File: src/rtl/pio_pacer_pkg.sv
// Shared types and opcode decoding for the PIO read pacer.
// Assumes 8-bit opcodes; only read opcodes are recognised.
package pio_pacer_pkg;
    typedef enum logic [1:0] {ST_IDLE, ST_FILL, ST_SERVE} pacer_state_e;

    localparam logic [7:0] OP_RD_RETRY  = 8'h20;
    localparam logic [7:0] OP_RD_NORTRY = 8'h21;
    localparam logic [7:0] OP_RD_EXT    = 8'h24;
    localparam logic [7:0] OP_RD_MULT   = 8'hC4;

    // True for opcodes that pace one sector at a time
    function automatic logic op_is_single(input logic [7:0] op);
        return (op == OP_RD_RETRY) || (op == OP_RD_NORTRY) || (op == OP_RD_EXT);
    endfunction
endpackage

File: src/rtl/pacer_sector_buf.sv
// One-sector word buffer: a write port for the fill and a registered read port.
// Assumes writes and reads never target the same cycle (fill and serve are exclusive).
module pacer_sector_buf #(
    parameter int WORDS = 256,
    localparam int AW = $clog2(WORDS)
) (
    input  logic          clk,
    input  logic          rst_n,
    input  logic          wr_en,
    input  logic [AW-1:0] wr_addr,
    input  logic [15:0]   wr_data,
    input  logic          rd_en,
    input  logic [AW-1:0] rd_addr,
    output logic [15:0]   rd_data
);
    logic [15:0] mem [WORDS];

    // Store incoming sector words
    always_ff @(posedge clk) begin
        if (wr_en) mem[wr_addr] <= wr_data;
    end

    // Register the addressed word on a host read
    always_ff @(posedge clk) begin
        if (!rst_n)     rd_data <= '0;
        else if (rd_en) rd_data <= mem[rd_addr];
    end
endmodule

File: src/rtl/pacer_event_eval.sv
// Decides from the advanced index whether a read completes a sector, a block
// or the whole transfer. Purely combinational; assumes blk is non-zero.
module pacer_event_eval #(
    parameter int AW = 8,
    parameter int XW = 17,
    parameter int BW = 9
) (
    input  logic [XW-1:0] idx_next,
    input  logic [XW-1:0] len,
    input  logic [BW-1:0] blk_cnt,
    input  logic [BW-1:0] blk,
    output logic          sect_end,
    output logic          blk_end,
    output logic          last_word,
    output logic          event_hit
);
    // Boundary and event decode
    always_comb begin
        sect_end  = (idx_next[AW-1:0] == '0);
        blk_end   = sect_end && ((blk_cnt + BW'(1)) == blk);
        last_word = (idx_next == len);
        event_hit = blk_end || last_word;
    end
endmodule

File: src/rtl/pio_read_pacer.sv
// PIO read pacer: serves 16-bit data-port reads from a sector buffer, refills
// it at sector edges from a request/valid source and paces interrupts per block.
// Assumes the source returns exactly WORDS words per request, in order.
module pio_read_pacer
    import pio_pacer_pkg::*;
#(
    parameter int SECT_WORDS = 256,
    parameter int LBA_W      = 28,
    parameter int CNT_W      = 8
) (
    input  logic             clk,
    input  logic             rst_n,
    input  logic             cmd_valid,
    input  logic [7:0]       cmd_op,
    input  logic [LBA_W-1:0] cmd_lba,
    input  logic [CNT_W-1:0] cmd_count,
    input  logic             mult_set,
    input  logic [CNT_W-1:0] mult_val,
    input  logic             rd_req,
    output logic             rd_valid,
    output logic [15:0]      rd_data,
    output logic             ovr_err,
    output logic             src_req,
    output logic [LBA_W-1:0] src_lba,
    input  logic             src_valid,
    input  logic [15:0]      src_word,
    output logic             sts_busy,
    output logic             sts_drq,
    output logic             sts_ready,
    output logic             rsn_io,
    output logic             rsn_cd,
    output logic             rsn_rel,
    output logic             irq
);
    localparam int AW = $clog2(SECT_WORDS);
    localparam int BW = CNT_W + 1;
    localparam int XW = AW + CNT_W + 1;

    pacer_state_e   state;
    logic [XW-1:0]  idx, len;
    logic [BW-1:0]  blk, blk_cnt, mult_cfg;
    logic [AW-1:0]  fill_cnt;
    logic           pending;

    logic cmd_take, op_known, overrun, need_fetch, do_serve, fill_done;
    logic sect_end, blk_end, last_word, event_hit;
    logic [BW-1:0] sect_n;

    // Request decode for the current cycle
    always_comb begin
        op_known   = op_is_single(cmd_op) || (cmd_op == OP_RD_MULT);
        cmd_take   = (state == ST_IDLE) && cmd_valid && op_known;
        overrun    = (state == ST_IDLE) && rd_req && !cmd_take && (idx >= len);
        need_fetch = (idx[AW-1:0] == '0) && (idx != '0);
        do_serve   = (state == ST_SERVE) ||
                     ((state == ST_IDLE) && rd_req && !cmd_take && !overrun && !need_fetch);
        fill_done  = (state == ST_FILL) && src_valid && (fill_cnt == AW'(SECT_WORDS - 1));
        sect_n     = (cmd_count == '0) ? BW'(1) << CNT_W : {1'b0, cmd_count};
    end

    pacer_sector_buf #(.WORDS(SECT_WORDS)) u_buf (
        .clk     (clk),
        .rst_n   (rst_n),
        .wr_en   ((state == ST_FILL) && src_valid),
        .wr_addr (fill_cnt),
        .wr_data (src_word),
        .rd_en   (do_serve),
        .rd_addr (idx[AW-1:0]),
        .rd_data (rd_data)
    );

    pacer_event_eval #(.AW(AW), .XW(XW), .BW(BW)) u_eval (
        .idx_next  (idx + XW'(1)),
        .len       (len),
        .blk_cnt   (blk_cnt),
        .blk       (blk),
        .sect_end  (sect_end),
        .blk_end   (blk_end),
        .last_word (last_word),
        .event_hit (event_hit)
    );

    // Command, fill, serve and interrupt sequencing
    always_ff @(posedge clk) begin
        if (!rst_n) begin
            state <= ST_IDLE;  idx <= '0;  len <= '0;
            blk <= BW'(1);  blk_cnt <= '0;  mult_cfg <= BW'(1);
            fill_cnt <= '0;  pending <= 1'b0;  src_lba <= '0;
            src_req <= 1'b0;  rd_valid <= 1'b0;  ovr_err <= 1'b0;  irq <= 1'b0;
            sts_busy <= 1'b0;  sts_drq <= 1'b0;  sts_ready <= 1'b1;
            rsn_io <= 1'b0;  rsn_cd <= 1'b0;  rsn_rel <= 1'b0;
        end else begin
            src_req  <= 1'b0;
            ovr_err  <= 1'b0;
            irq      <= 1'b0;
            rd_valid <= do_serve;
            if (mult_set) mult_cfg <= (mult_val == '0) ? BW'(1) : {1'b0, mult_val};
            case (state)
                ST_IDLE: begin
                    if (cmd_take) begin
                        state    <= ST_FILL;
                        idx      <= '0;
                        len      <= XW'(sect_n) << AW;
                        blk      <= op_is_single(cmd_op) ? BW'(1) : mult_cfg;
                        blk_cnt  <= '0;
                        src_lba  <= cmd_lba;
                        src_req  <= 1'b1;
                        fill_cnt <= '0;
                        pending  <= 1'b0;
                        sts_busy <= 1'b1;
                        sts_drq  <= 1'b0;
                    end else if (overrun) begin
                        ovr_err <= 1'b1;
                    end else if (rd_req && need_fetch) begin
                        state    <= ST_FILL;
                        src_lba  <= src_lba + LBA_W'(1);
                        src_req  <= 1'b1;
                        fill_cnt <= '0;
                        pending  <= 1'b1;
                        sts_busy <= 1'b1;
                    end
                end
                ST_FILL: begin
                    if (src_valid) fill_cnt <= fill_cnt + AW'(1);
                    if (fill_done) begin
                        sts_busy <= 1'b0;
                        if (pending) begin
                            state <= ST_SERVE;
                        end else begin
                            state   <= ST_IDLE;
                            sts_drq <= 1'b1;
                        end
                    end
                end
                ST_SERVE: state <= ST_IDLE;
                default:  state <= ST_IDLE;
            endcase
            if (do_serve) begin
                idx <= idx + XW'(1);
                if (sect_end) blk_cnt <= blk_end ? '0 : blk_cnt + BW'(1);
                if (event_hit) begin
                    irq       <= 1'b1;
                    sts_ready <= 1'b1;
                    sts_busy  <= 1'b0;
                    rsn_io    <= 1'b1;
                    if (last_word) begin
                        sts_drq <= 1'b0;
                        rsn_cd  <= 1'b1;
                        rsn_rel <= 1'b0;
                    end else begin
                        sts_drq <= 1'b1;
                        rsn_cd  <= 1'b0;
                    end
                end
            end
        end
    end

    // every interrupt carries ready, not busy, device-to-host direction
    a_r9_irq_status: assert property (@(posedge clk) disable iff (!rst_n)
        irq |-> (sts_ready && !sts_busy && rsn_io));
    // a final interrupt reports command/data and no release
    a_r8_final_reason: assert property (@(posedge clk) disable iff (!rst_n)
        (irq && !sts_drq) |-> (rsn_cd && !rsn_rel));
    // an intermediate interrupt reports data phase
    a_r7_mid_reason: assert property (@(posedge clk) disable iff (!rst_n)
        (irq && sts_drq) |-> !rsn_cd);
    // an overrun returns no data and no interrupt
    a_r4_overrun_quiet: assert property (@(posedge clk) disable iff (!rst_n)
        ovr_err |-> (!rd_valid && !irq));
    // busy is shown for the whole fill
    a_r10_busy_in_fill: assert property (@(posedge clk) disable iff (!rst_n)
        (state == ST_FILL) |-> sts_busy);
    // a mid-transfer fetch targets the following LBA
    a_r5_next_lba: assert property (@(posedge clk) disable iff (!rst_n)
        (src_req && pending) |-> (src_lba == $past(src_lba) + LBA_W'(1)));
    // each returned word advances the index by one
    a_r3_index_step: assert property (@(posedge clk) disable iff (!rst_n)
        rd_valid |-> (idx == $past(idx) + XW'(1)));
endmodule

File: config.mk
export PLATFORM = sky130hd
export DESIGN_NAME = pio_read_pacer
export DESIGN_NICKNAME = d
export VERILOG_FILES = /design/src/rtl/pio_pacer_pkg.sv /design/src/rtl/pacer_sector_buf.sv /design/src/rtl/pacer_event_eval.sv /design/src/rtl/pio_read_pacer.sv
export SDC_FILE = /design/constraint.sdc
export NUM_CORES = 2
export LEC_CHECK = 0
export BUFFER_PORTS_ARGS = -buffer_cell sky130_fd_sc_hd__buf_2
export CAP_MARGIN = 25
export CORE_MARGIN = 4
export CORE_UTILIZATION = 32
export DETAILED_ROUTE_END_ITERATION = 10
export PLACE_DENSITY = 0.53
export SLEW_MARGIN = 20
export SYNTH_ARGS = -nofsm -noshare
export SYNTH_HDL_FRONTEND = slang
export SYNTH_SLANG_ARGS = --single-unit
File: constraint.sdc
create_clock -name clk -period 3.8 [get_ports clk]
set_input_delay 0.76 -clock clk [delete_from_list [all_inputs] [get_ports clk]]
set_output_delay 0.76 -clock clk [all_outputs]
set_load 0.05 [all_outputs]
==> run_results.csv <==
group,metric,value,unit
global_route,grt_pass1_wl,751000,um
place,dpl_worst_slack,-631,ps
floorplan,die_area,526000,um^2
global_route,track_usage,20.3,%
sta,min_period_over_period,102,%
synth,synth_common_cells,"4096 x edfxtp_1, 768 x mux4_2, 571 x mux2i_1, 394 x nor2_1, 214 x nand2_1",
synth,synth_edf_count,4096,
finish,layout-drive-gt1-share,28.3,%
critical_path,critPathMaxFanout,21,
status,status,"finished with violations",
clock_network,clk_path_buf_depth,4,
synth,ys.flop_type,"edfxtp_1",
worst_hold_path,holdCritPathClass,"in -> reg",
synth,synth_top_cell_area_share,74.7,%
critical_path,startpoint_type,"flip-flop",
drt,drt-vias-per-instance,5.55,
drt,top_layer,"met5",
clock_network,cts_buffers,423,
finish,multiInputGateArea,36900,um^2
power_and_ir_drop,peakVddDrop,0.000382,V
synth,yosys.area.top_type,"edfxtp_1",
place,gp_congestion,0.878,
drt,detail_route.iter0.violations,12471,
drt,dr_wl_met3,54700,um
synth,syn_avg_cell_area,19.9,um^2
place,port_buffers,125,
finish,fillers,46309,
place,dp_cells,15595,
critical_path,crit_path_end_kind,"flip-flop",
drt,vias,91229,
finish,fin_cells,16444,
floorplan,row_count,263,
finish,synthToLayoutAreaGrowth,19.1,%
critical_path,path_buf_inv,3,
sta,finClkSkew,58.5,ps
clock_network,cts_tree,"yes",
synth,ys_seq_area_share,76.1,%
synth,syn_nets,8360,
global_route,grt.overflow.total,0,
finish,seqCellArea,125000,um^2
sta,fin_crit,3890,ps
synth,synth_area,165000,um^2
drt,routedWlPerCell,33.6,um
clock_network,root_buffer,"clkbuf_16",
place,hpwlAfterDp,347000,um
drt,wl_met1,220000,um
clock_network,clkSinkCount,4210,
synth,synth-seq-cells,4210,
critical_path,slowest_stage,"o211ai_1",
status,violations,"setup timing",
drt,ant_nets,0,
critical_path,cp.required,4680,ps
sta,fmax,0.257,GHz
clock_network,clock_latency,1030,ps
floorplan,die_w,725,um
critical_path,crit_family,"compound AO/OA/AOI/OAI gates",
synth,post-synth-top-count-cell,"edfxtp_1",
clock_network,h-tree-depth,5,
sta,rsz0062_at_grt,"no",
finish,nNetsFinal,9403,
sta,setup_ws,-90.8,ps
sta,hold_viol_final,0,
sta,worst_pin_slew,1180,ps
critical_path,cp.arrival,4770,ps
critical_path,worstSetupPathType,"reg -> reg",
global_route,grt_pass1_vias,89403,
floorplan,dieHeight,725,um
critical_path,path_cells,"buf_12, buf_8, mux4_2, o31ai_2, a21oi_2, or4_4, o211ai_1, buf_4, a41oi_1",
power_and_ir_drop,powerDensity,477,nW/um^2
synth,ys_warn_count,0,
critical_path,slowest_delay,760,ps
sta,slew_headroom,21.5,%
drt,dr_wl_met2,254000,um
synth,synthArstFlopShare,0,%
sta,setup_tns,-90.8,ps
synth,synthTopCellsByArea,"edfxtp_1 75%, mux4_2 11%, mux2i_1 3.5%, dfxtp_1 1.4%, nor2_1 0.90%",
global_route,antenna_found_initial,33,
floorplan,ios,128,
drt,drc_errors,0,
global_route,grt_start_max_net_pins,122,
floorplan,core,513000,um^2
drt,first_pass_iters,6,
drt,drt-total-wl,552000,um
floorplan,start_util,32.1,%
job,cap_violations,0,
sta,whs,97.8,ps
power_and_ir_drop,power.leakage,60.1,nW
sta,setup-violations-final,1,
synth,syn-instance-count,8269,
power_and_ir_drop,total_power,93.5,mW
sta,slew_viol_final,0,
clock_network,clk_pin_slew,70,ps
synth,ys_types,98,
-- metrics by stage --
step           utilization, %  area, um^2
2_1_floorplan               -      165000
3_3_place_gp             35.4      182000
3_5_place_dp             35.4      182000
4_1_cts                  38.2      196000
5_1_grt                  38.2      196000
6_report                 38.2      196000
-- flip-flops by register name (all words and copies together), names as in the netlist, 2 cells and up --
register	cells
mult_cfg	8
blk	8
state	2
blk_cnt	9
fill_cnt	8
idx	17
src_lba	28
u_buf.mem	4096
len	9
u_buf.rd_data	16
-- final timing paths --
| path | startpoint | to | slack, ps | cells past startpoint |
|---|---|---|---|---|
| min reg2reg | blk[6] | blk[6] | 480 | 2 |
| min | cmd_lba[9] | src_lba[9] | 100 | 3 |
| max | idx[1] | u_buf.rd_data[7] | -90 | 9 |
| max reg2reg | idx[1] | u_buf.rd_data[7] | -90 | 9 |
-- logic make-up after synthesis --
family                   after synthesis  share of synthesized area [%]
buffers and inverters                543                           1.84
XOR/XNOR                              45                          0.239
AO/OA/AOI/OAI                       1061                           4.50
flip-flops                          4210                           76.1
multiplexers                        1384                           14.3
adder cells (fa/ha/maj)               17                          0.129
AND/OR/NAND/NOR                     1007                           2.87
other                                  2                        0.00456
-- layer usage --
metal | track usage, % | up-vias
li1 | - | 36602
met1 | 27.5 | 48837
met2 | 31.9 | 4933
met3 | 4.60 | 849
met4 | 7.74 | 8
met5 | 0 | -
-- layout by cell type (no fill, tap or decap), types with 60 or more instances in the layout --
master     Yosys  final
a21oi_1      164    161
a221oi_1     118    117
a22oi_1      163    163
a31oi_1       61     60
buf_12         1    240
buf_2        133    110
buf_4         70    725
clkbuf_1     202     89
clkbuf_16      0    432
clkinv_1       2     97
clkinv_2       0     86
dfxtp_1      114    107
edfxtp_1    4096   4096
mux2i_1      571    569
mux4_2       768    768
nand2_1      214    212
nand3_1      113    101
nor2_1       394    240
nor2_2         1    150
o21ai_0      148    148
o22ai_1       77     75
-- repair_timing --
action / 4_1_cts / 5_1_grt
endpoints found under the hold margin: 32 / 0
hold buffers: 31 / 0
pin swaps: 1 / 1
setup endpoints to repair: 7 / 16
resized for setup: 19 / 11
cloned: 0 / 2
buffers inserted: 7 / 10
-- area by class of cell --
cell class | instances | share of cell area (%)
well taps | 6757 | 4.31
diodes | 18 | 0.0230
clock inverters | 262 | 1.26
clock buffers | 520 | 5.67
flip-flops and latches | 4210 | 63.9
repair buffers | 1130 | 5.88
multi-input cells | 3516 | 18.8
inverters | 31 | 0.0696
-- report_power, final --
part | internal (mW) | leakage, nW | switching, mW
Clock | 23.4 | 6.64 | 18.1
Combinational | 0.195 | 15.8 | 0.976
Sequential | 50.9 | 37.7 | 0.00823
-- worst register-to-register path, cell delays in order, from the launching register on --
cell	delay, ps
dfxtp_4	600
buf_12	310
buf_8	330
mux4_2	450
o31ai_2	230
a21oi_2	110
or4_4	600
o211ai_1	770
buf_4	260
a41oi_1	100
Power figures use the tool's default switching activity.
